$ cat config.mk
export PLATFORM = sky130hd
export DESIGN_NAME = lsu_align_unit
export DESIGN_NICKNAME = d
export VERILOG_FILES = /design/src/rtl/lsu_pkg.sv /design/src/rtl/lsu_agen.sv /design/src/rtl/lsu_store_lanes.sv /design/src/rtl/lsu_load_extract.sv /design/src/rtl/lsu_align_unit.sv
export SDC_FILE = /design/constraint.sdc
export NUM_CORES = 1
export LEC_CHECK = 0
export ABC_AREA = 1
export BUFFER_PORTS_ARGS = -buffer_cell sky130_fd_sc_hd__buf_2
export CELL_PAD_IN_SITES_DETAIL_PLACEMENT = 0
export CELL_PAD_IN_SITES_GLOBAL_PLACEMENT = 1
export CORE_ASPECT_RATIO = 1.75
export CORE_MARGIN = 4
export CORE_UTILIZATION = 33
export CTS_BUF_LIST = sky130_fd_sc_hd__clkbuf_16
export DETAILED_ROUTE_END_ITERATION = 10
export GPL_TIMING_DRIVEN = 0
export PLACE_DENSITY = 0.81
export SLEW_MARGIN = 20
export SYNTH_ARGS = -nofsm -noshare
export SYNTH_HDL_FRONTEND = slang
export SYNTH_SLANG_ARGS = --single-unit
$ cat constraint.sdc
create_clock -name clk -period 2.74 [get_ports clk]
set_input_delay 0.137 -clock clk [delete_from_list [all_inputs] [get_ports clk]]
set_output_delay 0.137 -clock clk [all_outputs]
set_load 0.01 [all_outputs]
$ cat src/rtl/lsu_pkg.sv
package lsu_pkg;

    localparam int unsigned DATA_W   = 32;
    localparam int unsigned LANES    = DATA_W / 8;
    localparam int unsigned LANE_W   = $clog2(LANES);

    typedef enum logic [1:0] {
        SZ_BYTE = 2'b00,
        SZ_HALF = 2'b01,
        SZ_WORD = 2'b10,
        SZ_RSVD = 2'b11
    } acc_size_e;

endpackage

$ cat src/rtl/lsu_agen.sv
module lsu_agen
    import lsu_pkg::*;
#(
    parameter int unsigned ADDR_W = 32,
    parameter int unsigned OFF_W  = 16
) (
    input  logic              big_endian,
    input  logic [ADDR_W-1:0] base,
    input  logic [OFF_W-1:0]  offset,
    input  acc_size_e         size,
    output logic [ADDR_W-1:0] word_addr,
    output logic [LANE_W-1:0] lane_base,
    output logic [LANE_W:0]   nbytes,
    output logic              misal
);

    localparam int unsigned EXT_W = ADDR_W - OFF_W;

    logic [ADDR_W-1:0] ea;
    logic [LANE_W-1:0] low;

    assign ea        = base + {{EXT_W{offset[OFF_W-1]}}, offset};
    assign low       = ea[LANE_W-1:0];
    assign word_addr = {ea[ADDR_W-1:LANE_W], {LANE_W{1'b0}}};

    always_comb begin
        unique case (size)
            SZ_BYTE: begin
                nbytes = (LANE_W+1)'(1);
                misal  = 1'b0;
            end
            SZ_HALF: begin
                nbytes = (LANE_W+1)'(2);
                misal  = low[0];
            end
            SZ_WORD: begin
                nbytes = (LANE_W+1)'(LANES);
                misal  = (low != '0);
            end
            default: begin
                nbytes = (LANE_W+1)'(LANES);
                misal  = 1'b1;
            end
        endcase
    end

    // Lowest lane occupied by the item. Big-endian mirrors the item inside
    // the word, so its lowest lane is counted back from the top.
    always_comb begin
        if (big_endian) begin
            lane_base = LANE_W'((LANE_W+1)'(LANES) - nbytes - {1'b0, low});
        end else begin
            lane_base = low;
        end
    end

endmodule

$ cat src/rtl/lsu_store_lanes.sv
module lsu_store_lanes
    import lsu_pkg::*;
(
    input  logic              enable,
    input  logic [LANE_W-1:0] lane_base,
    input  logic [LANE_W:0]   nbytes,
    input  logic [DATA_W-1:0] src,
    output logic [LANES-1:0]  be,
    output logic [DATA_W-1:0] lane_data
);

    logic [LANES-1:0] hit;

    for (genvar i = 0; i < LANES; i++) begin : g_lane
        logic [LANE_W:0]   pos;
        logic [LANE_W:0]   lo;
        logic [LANE_W:0]   hi;
        logic [LANE_W-1:0] idx;

        assign pos    = (LANE_W+1)'(i);
        assign lo     = {1'b0, lane_base};
        assign hi     = lo + nbytes;
        assign idx    = LANE_W'(i) - lane_base;
        assign hit[i] = (pos >= lo) && (pos < hi);
        assign be[i]  = enable && hit[i];

        always_comb begin
            if (hit[i]) begin
                lane_data[i*8 +: 8] = src[idx*8 +: 8];
            end else begin
                lane_data[i*8 +: 8] = 8'h00;
            end
        end
    end

    // The enable count must match the item size computed by address generation.
    always_comb begin
        if (enable) begin
            p_be_width_r3: assert ($countones(be) == int'(nbytes));
        end
    end

endmodule

$ cat src/rtl/lsu_load_extract.sv
module lsu_load_extract
    import lsu_pkg::*;
(
    input  logic [DATA_W-1:0] word,
    input  logic [LANE_W-1:0] lane_base,
    input  acc_size_e         size,
    input  logic              zero_ext,
    output logic [DATA_W-1:0] result
);

    logic [DATA_W-1:0] aligned;
    logic              fill;

    assign aligned = word >> {lane_base, 3'b000};

    always_comb begin
        unique case (size)
            SZ_BYTE: begin
                fill   = !zero_ext && aligned[7];
                result = {{(DATA_W-8){fill}}, aligned[7:0]};
            end
            SZ_HALF: begin
                fill   = !zero_ext && aligned[15];
                result = {{(DATA_W-16){fill}}, aligned[15:0]};
            end
            default: begin
                fill   = 1'b0;
                result = aligned;
            end
        endcase
    end

endmodule

$ cat src/rtl/lsu_align_unit.sv
module lsu_align_unit
    import lsu_pkg::*;
#(
    parameter int unsigned ADDR_W = 32,
    parameter int unsigned OFF_W  = 16
) (
    input  logic              clk,
    input  logic              rst_n,
    input  logic              big_endian,
    input  logic              req_valid,
    input  logic              req_store,
    input  logic [1:0]        req_size,
    input  logic              req_unsigned,
    input  logic [ADDR_W-1:0] req_base,
    input  logic [OFF_W-1:0]  req_offset,
    input  logic [DATA_W-1:0] req_wdata,
    input  logic              rsp_valid,
    input  logic [DATA_W-1:0] rsp_word,
    output logic              mem_req,
    output logic              mem_we,
    output logic [ADDR_W-1:0] mem_addr,
    output logic [LANES-1:0]  mem_be,
    output logic [DATA_W-1:0] mem_wdata,
    output logic              misalign,
    output logic              ld_valid,
    output logic [DATA_W-1:0] ld_data
);

    typedef struct packed {
        logic              mem_req;
        logic              mem_we;
        logic [ADDR_W-1:0] mem_addr;
        logic [LANES-1:0]  mem_be;
        logic [DATA_W-1:0] mem_wdata;
        logic              fault;
        logic              pend;
        acc_size_e         pend_size;
        logic              pend_zext;
        logic [LANE_W-1:0] pend_lane;
        logic              ld_valid;
        logic [DATA_W-1:0] ld_data;
    } lsu_state_t;

    lsu_state_t st_d, st_q;

    acc_size_e         size_in;
    logic [ADDR_W-1:0] ag_word_addr;
    logic [LANE_W-1:0] ag_lane_base;
    logic [LANE_W:0]   ag_nbytes;
    logic              ag_misal;
    logic [LANES-1:0]  sl_be;
    logic [DATA_W-1:0] sl_data;
    logic [DATA_W-1:0] ex_result;

    assign size_in = acc_size_e'(req_size);

    lsu_agen #(
        .ADDR_W (ADDR_W),
        .OFF_W  (OFF_W)
    ) u_agen (
        .big_endian (big_endian),
        .base       (req_base),
        .offset     (req_offset),
        .size       (size_in),
        .word_addr  (ag_word_addr),
        .lane_base  (ag_lane_base),
        .nbytes     (ag_nbytes),
        .misal      (ag_misal)
    );

    lsu_store_lanes u_store (
        .enable    (req_valid && !ag_misal),
        .lane_base (ag_lane_base),
        .nbytes    (ag_nbytes),
        .src       (req_wdata),
        .be        (sl_be),
        .lane_data (sl_data)
    );

    lsu_load_extract u_extract (
        .word      (rsp_word),
        .lane_base (st_q.pend_lane),
        .size      (st_q.pend_size),
        .zero_ext  (st_q.pend_zext),
        .result    (ex_result)
    );

    always_comb begin
        st_d           = st_q;
        st_d.mem_req   = 1'b0;
        st_d.mem_we    = 1'b0;
        st_d.mem_be    = '0;
        st_d.mem_wdata = '0;
        st_d.fault     = 1'b0;
        st_d.ld_valid  = 1'b0;

        // A response completes the outstanding load before a new one is logged.
        if (rsp_valid && st_q.pend) begin
            st_d.ld_valid = 1'b1;
            st_d.ld_data  = ex_result;
            st_d.pend     = 1'b0;
        end

        if (req_valid) begin
            if (ag_misal) begin
                st_d.fault = 1'b1;
            end else begin
                st_d.mem_req  = 1'b1;
                st_d.mem_we   = req_store;
                st_d.mem_addr = ag_word_addr;
                st_d.mem_be   = sl_be;
                if (req_store) begin
                    st_d.mem_wdata = sl_data;
                end else begin
                    st_d.pend      = 1'b1;
                    st_d.pend_size = size_in;
                    st_d.pend_zext = req_unsigned;
                    st_d.pend_lane = ag_lane_base;
                end
            end
        end
    end

    always_ff @(posedge clk) begin
        if (!rst_n) begin
            st_q <= '0;
        end else begin
            st_q <= st_d;
        end
    end

    assign mem_req   = st_q.mem_req;
    assign mem_we    = st_q.mem_we;
    assign mem_addr  = st_q.mem_addr;
    assign mem_be    = st_q.mem_be;
    assign mem_wdata = st_q.mem_wdata;
    assign misalign  = st_q.fault;
    assign ld_valid  = st_q.ld_valid;
    assign ld_data   = st_q.ld_data;

    logic [DATA_W-1:0] be_mask;
    for (genvar i = 0; i < LANES; i++) begin : g_mask
        assign be_mask[i*8 +: 8] = {8{mem_be[i]}};
    end

    p_fault_quiet_r2: assert property (@(posedge clk) disable iff (!rst_n)
        misalign |-> (mem_be == '0 && !mem_req));

    p_fault_cause_r2: assert property (@(posedge clk) disable iff (!rst_n)
        misalign |-> $past(req_valid));

    p_word_addr_r1: assert property (@(posedge clk) disable iff (!rst_n)
        mem_req |-> (mem_addr[LANE_W-1:0] == '0));

    p_be_shape_r3: assert property (@(posedge clk) disable iff (!rst_n)
        mem_req |-> ($countones(mem_be) == 1 || $countones(mem_be) == 2
                     || $countones(mem_be) == LANES));

    p_dead_lanes_r5: assert property (@(posedge clk) disable iff (!rst_n)
        (mem_req && mem_we) |-> ((mem_wdata & ~be_mask) == '0));

    p_idle_r9: assert property (@(posedge clk) disable iff (!rst_n)
        !$past(req_valid) |-> (!mem_req && !misalign));

    p_ld_cause_r7: assert property (@(posedge clk) disable iff (!rst_n)
        ld_valid |-> $past(rsp_valid));

endmodule

==> metrics.md <==
| Metric | Value |
|---|---|
| Critical path required time | between 2 and 3 ns |
| Setup repair after global routing missed its margin | no |
| Total length of routed wires | roughly 28000 um |
| DR top layer | met4 |
| Residual DRC | 0 |
| Number of synthesized flops with an enable pin | 0 |
| CTS Buf Count | 9 |
| Largest net degree at the start of global routing | 21 |
| Area growth from synthesis to layout | 22.46% |
| Highest achievable clock rate | between 300 and 400 MHz |
| Number of stages on the worst setup path | 16 |
| Wire length of the first global-routing pass | approximately 42000 um |
| Crit path cell chain | buf_2 -> ha_4 -> inv_2 -> ha_1 -> or2_1 -> nand3_1 -> or2_1 -> nand2_2 -> buf_4 -> fa_2 -> inv_1 -> o31ai_2 -> nor3_2 -> buf_4 -> o21ai_0 -> inv_1 |
| FF-to-FF Start | st_q[38]$_SDFF_PN0_ |
| Most frequent standard cell in the layout excluding fill and tap cells | sky130_fd_sc_hd__nand2_1 |
| Dpl cell area | between 9000 and 10000 um^2 |
| Worst min-delay path category | input port to flip-flop |
| Fill cell count | 2747 |
| HPWL Detailed | approximately 24000 um |
| Length of routed met3 wiring | between 1000 and 1500 um |
| Pre-CTS worst setup slack | -0.5165 ns |
| Die Span X | 127.6 um |
| Via count of the first global-routing pass | roughly 8.4k |
| Start point of the worst min-delay path | rsp_valid |
| Fraction of the yosys area taken by sequential cells | between 20% and 30% |
| Slew margin rel. | between 50% and 60% |
| Critical path class | input port to flip-flop |
| Clk root buf | sky130_fd_sc_hd__clkbuf_16 |
| Number of top-level pins | between 200 and 250 |
| Count of antenna-violating nets left after detailed routing | 0 |
| Share of the clock period used by the worst path after layout | 93.26% |
| Die extent in y | ~220 um |
| Max-slew violation count | 0 |
| Top-area cell type share of the netlist area | between 20% and 30% |
| Worst Reg2Reg Path Length in Cells | 7 |
| Min Tclk post-route | 2.555 ns |
| Startpoint type of the worst setup path | input port |
| Run status | finished clean |
| Number of max-cap violations | 0 |
| Routed length on met2 | approximately 15000 um |
| Slew at the pin closest to its max-slew limit | ~0.62 ns |
| Final-report setup violation count | 0 |
| Leakage power | around 6.1 nW |
| Largest vdd supply drop | approximately 0.00030 V |
| Leading area contributor after synthesis | sky130_fd_sc_hd__dfxtp_1 |
| Most used cells in the layout excluding fill and tap cells | 346 x sky130_fd_sc_hd__nand2_1, 232 x sky130_fd_sc_hd__buf_2, 224 x sky130_fd_sc_hd__inv_1 |
| Clk_skew | around 0.005 ns |
| Cell row count | between 70 and 80 |
| Final Hold Vio Count | 0 |
| Critical Path Sink Type | flip-flop |
| Count of state elements after synthesis | roughly 110 |
| Number of antenna violations at the first check in global routing | 2 |
| Power density relative to cell area | roughly 450 nW/um^2 |
| Remaining global-route overflow | 0 |
| Depth of the worst hold-timing path | 4 |
| Count of buffers inserted at the top-level ports | between 200 and 250 |
| Maximum count of clock buffers along a single path | 2 |
| CTS H-tree lvls | 3 |
| DIE AREA | ~28000 um^2 |
| Setup crit start | req_offset[0] |
| Sink count of the clock tree | 108 |
| Post-synthesis cell area | around 8300 um^2 |
| Total number of vias | about 8.5k |
| Standard cell core area | ~25000 um^2 |
| Min setup slack post-route | roughly 0.18 ns |
| Routed metal-1 wirelength | 10130 um |
| Reg clk slew, reported paths | around 0.070 ns |
| Vias per inst | approximately 4.5 |
| Primary flip-flop cell chosen by synthesis mapping | sky130_fd_sc_hd__dfxtp_1 |
| Layout Cell Area excl Fill | 10120 um^2 |
| Routability Congestion | 0.9392 |
| Instance count of the mapped netlist | 1318 |
| Synth warnings | 0 |
| Largest fanout of any net on the critical path | 12 |
| Worst path top cell family by delay | adder cells |
| Asr flop ratio synth | 0% |
| GRT Resource Usage Total | between 10% and 20% |
| Syn Area/Cell | 6.272 um^2 |
| Slowest cell on crit path | sky130_fd_sc_hd__fa_2 |
| Synth area leaders | sky130_fd_sc_hd__dfxtp_1 26%, sky130_fd_sc_hd__nand2_1 16%, sky130_fd_sc_hd__inv_1 10% |
| Initial cell density of the core | about a third |
| DR WL/cell | 14.71 um |
| Worst path arrival time | around 2.8 ns |
| DRC marker count from the first detailed-route iteration | between 200 and 300 |
| Critical path buffers and inverters | 6 |
| Fin util | about two fifths |
| Clock tree from TritonCTS | yes |
| Latest clock arrival within the worst-skew pair | approximately 0.36 ns |
| Length of the first detailed-routing pass in iterations | 6 |
| Net count of the finished layout | about 1.7k |
| Layout cell share with drive strength beyond 1 | 25.43% |
| Biggest cell delay along the critical path | ~0.56 ns |
| Number of distinct standard cells referenced by the synthesized netlist | between 40 and 50 |
## final cells by class
| type | count | area, um^2 | area share, % |
|---|---|---|---|
| Antenna cell | 2 | 5.005 | 0.04944 |
| Buffer | 137 | 940.9 | 9.294 |
| Clock buffer | 9 | 225.2 | 2.225 |
| Clock inverter | 7 | 67.56 | 0.6674 |
| Inverter | 231 | 867.1 | 8.565 |
| Multi-Input combinational cell | 843 | 4352 | 42.99 |
| Sequential cell | 108 | 2162 | 21.36 |
| Tap cell | 312 | 390.4 | 3.856 |
| Timing Repair Buffer | 222 | 1114 | 11.00 |
## state kept, by name, summed over array words and instances, names as in the netlist
| register | count |
|---|---|
| misalign | 1 |
| ld_data | 32 |
| mem_be | 4 |
| mem_we | 1 |
| mem_wdata | 32 |
| st_q | 6 |
| ld_valid | 1 |
| mem_addr | 30 |
| mem_req | 1 |
## worst paths after layout
kind              slack, ns                      end
setup reg to reg       0.70  ld_data[6]$_SDFFE_PN0P_
setup / recovery       0.18  mem_wdata[6]$_SDFF_PP0_
hold reg to reg        0.47      st_q[38]$_SDFF_PN0_
hold / removal         0.07      st_q[38]$_SDFF_PN0_
## cells in the mapped netlist, types with 13 or more instances
cell and number:
sky130_fd_sc_hd__a21oi_1 63, sky130_fd_sc_hd__mux2i_1 31, sky130_fd_sc_hd__nand2_1 349, sky130_fd_sc_hd__o21ai_0 88
sky130_fd_sc_hd__dfxtp_1 108, sky130_fd_sc_hd__clkbuf_1 19, sky130_fd_sc_hd__buf_2 13, sky130_fd_sc_hd__inv_1 224
sky130_fd_sc_hd__nand3_1 45, sky130_fd_sc_hd__ha_1 37, sky130_fd_sc_hd__nor2_1 139, sky130_fd_sc_hd__buf_4 102
## cells by family after synthesis
logic type / after synthesis / share of synthesized area [%]
multiplexers: 31 / 3.754
XOR/XNOR: 13 / 1.377
flip-flops: 108 / 26.15
AO/OA/AOI/OAI: 197 / 13.62
adder cells (fa/ha/maj): 39 / 6.084
AND/OR/NAND/NOR: 561 / 27.15
buffers and inverters: 368 / 21.81
other: 1 / 0.04536
## tightest hold or removal path, cell delays in order
cell and delay [ns]:
sky130_fd_sc_hd__buf_2 0.10, sky130_fd_sc_hd__inv_1 0.04, sky130_fd_sc_hd__nand2_1 0.05, sky130_fd_sc_hd__a21oi_1 0.05
## per-layer routing
layer | track usage (%) | up-vias
met3 | 2.701 | 66
met1 | 19.91 | 3708
met4 | 11.23 | 0
met2 | 37.04 | 260
li1 | - | 4442
met5 | 0 | -
## through the flow
stage               hold slack (ns)  std cells  total power [mW]  setup TNS (ns)
finish                      0.07075       1871             4.582               0
global route                0.08595       1871             4.898               0
CTS                         0.04676       1869             4.626               0
detailed placement           0.4348       1852             3.312          -12.88
global placement             0.4253       1852             3.304          -10.82
floorplan                    0.2753       1319             2.801               0
## repair_timing
action                     in CTS  in global routing
setup endpoints to repair      17                 32
pin swaps                       2                  5
hold buffers                    0                  0
gates resized for setup         3                 12
setup buffers                   1                  0
## report_power, final
group          total, mW  internal, mW  switching [mW]
Sequential          1.69          1.65          0.0444
Combinational       1.60         0.624           0.972
Clock               1.29         0.640           0.651
Total               4.58          2.91            1.67
Power figures use the tool's default switching activity.
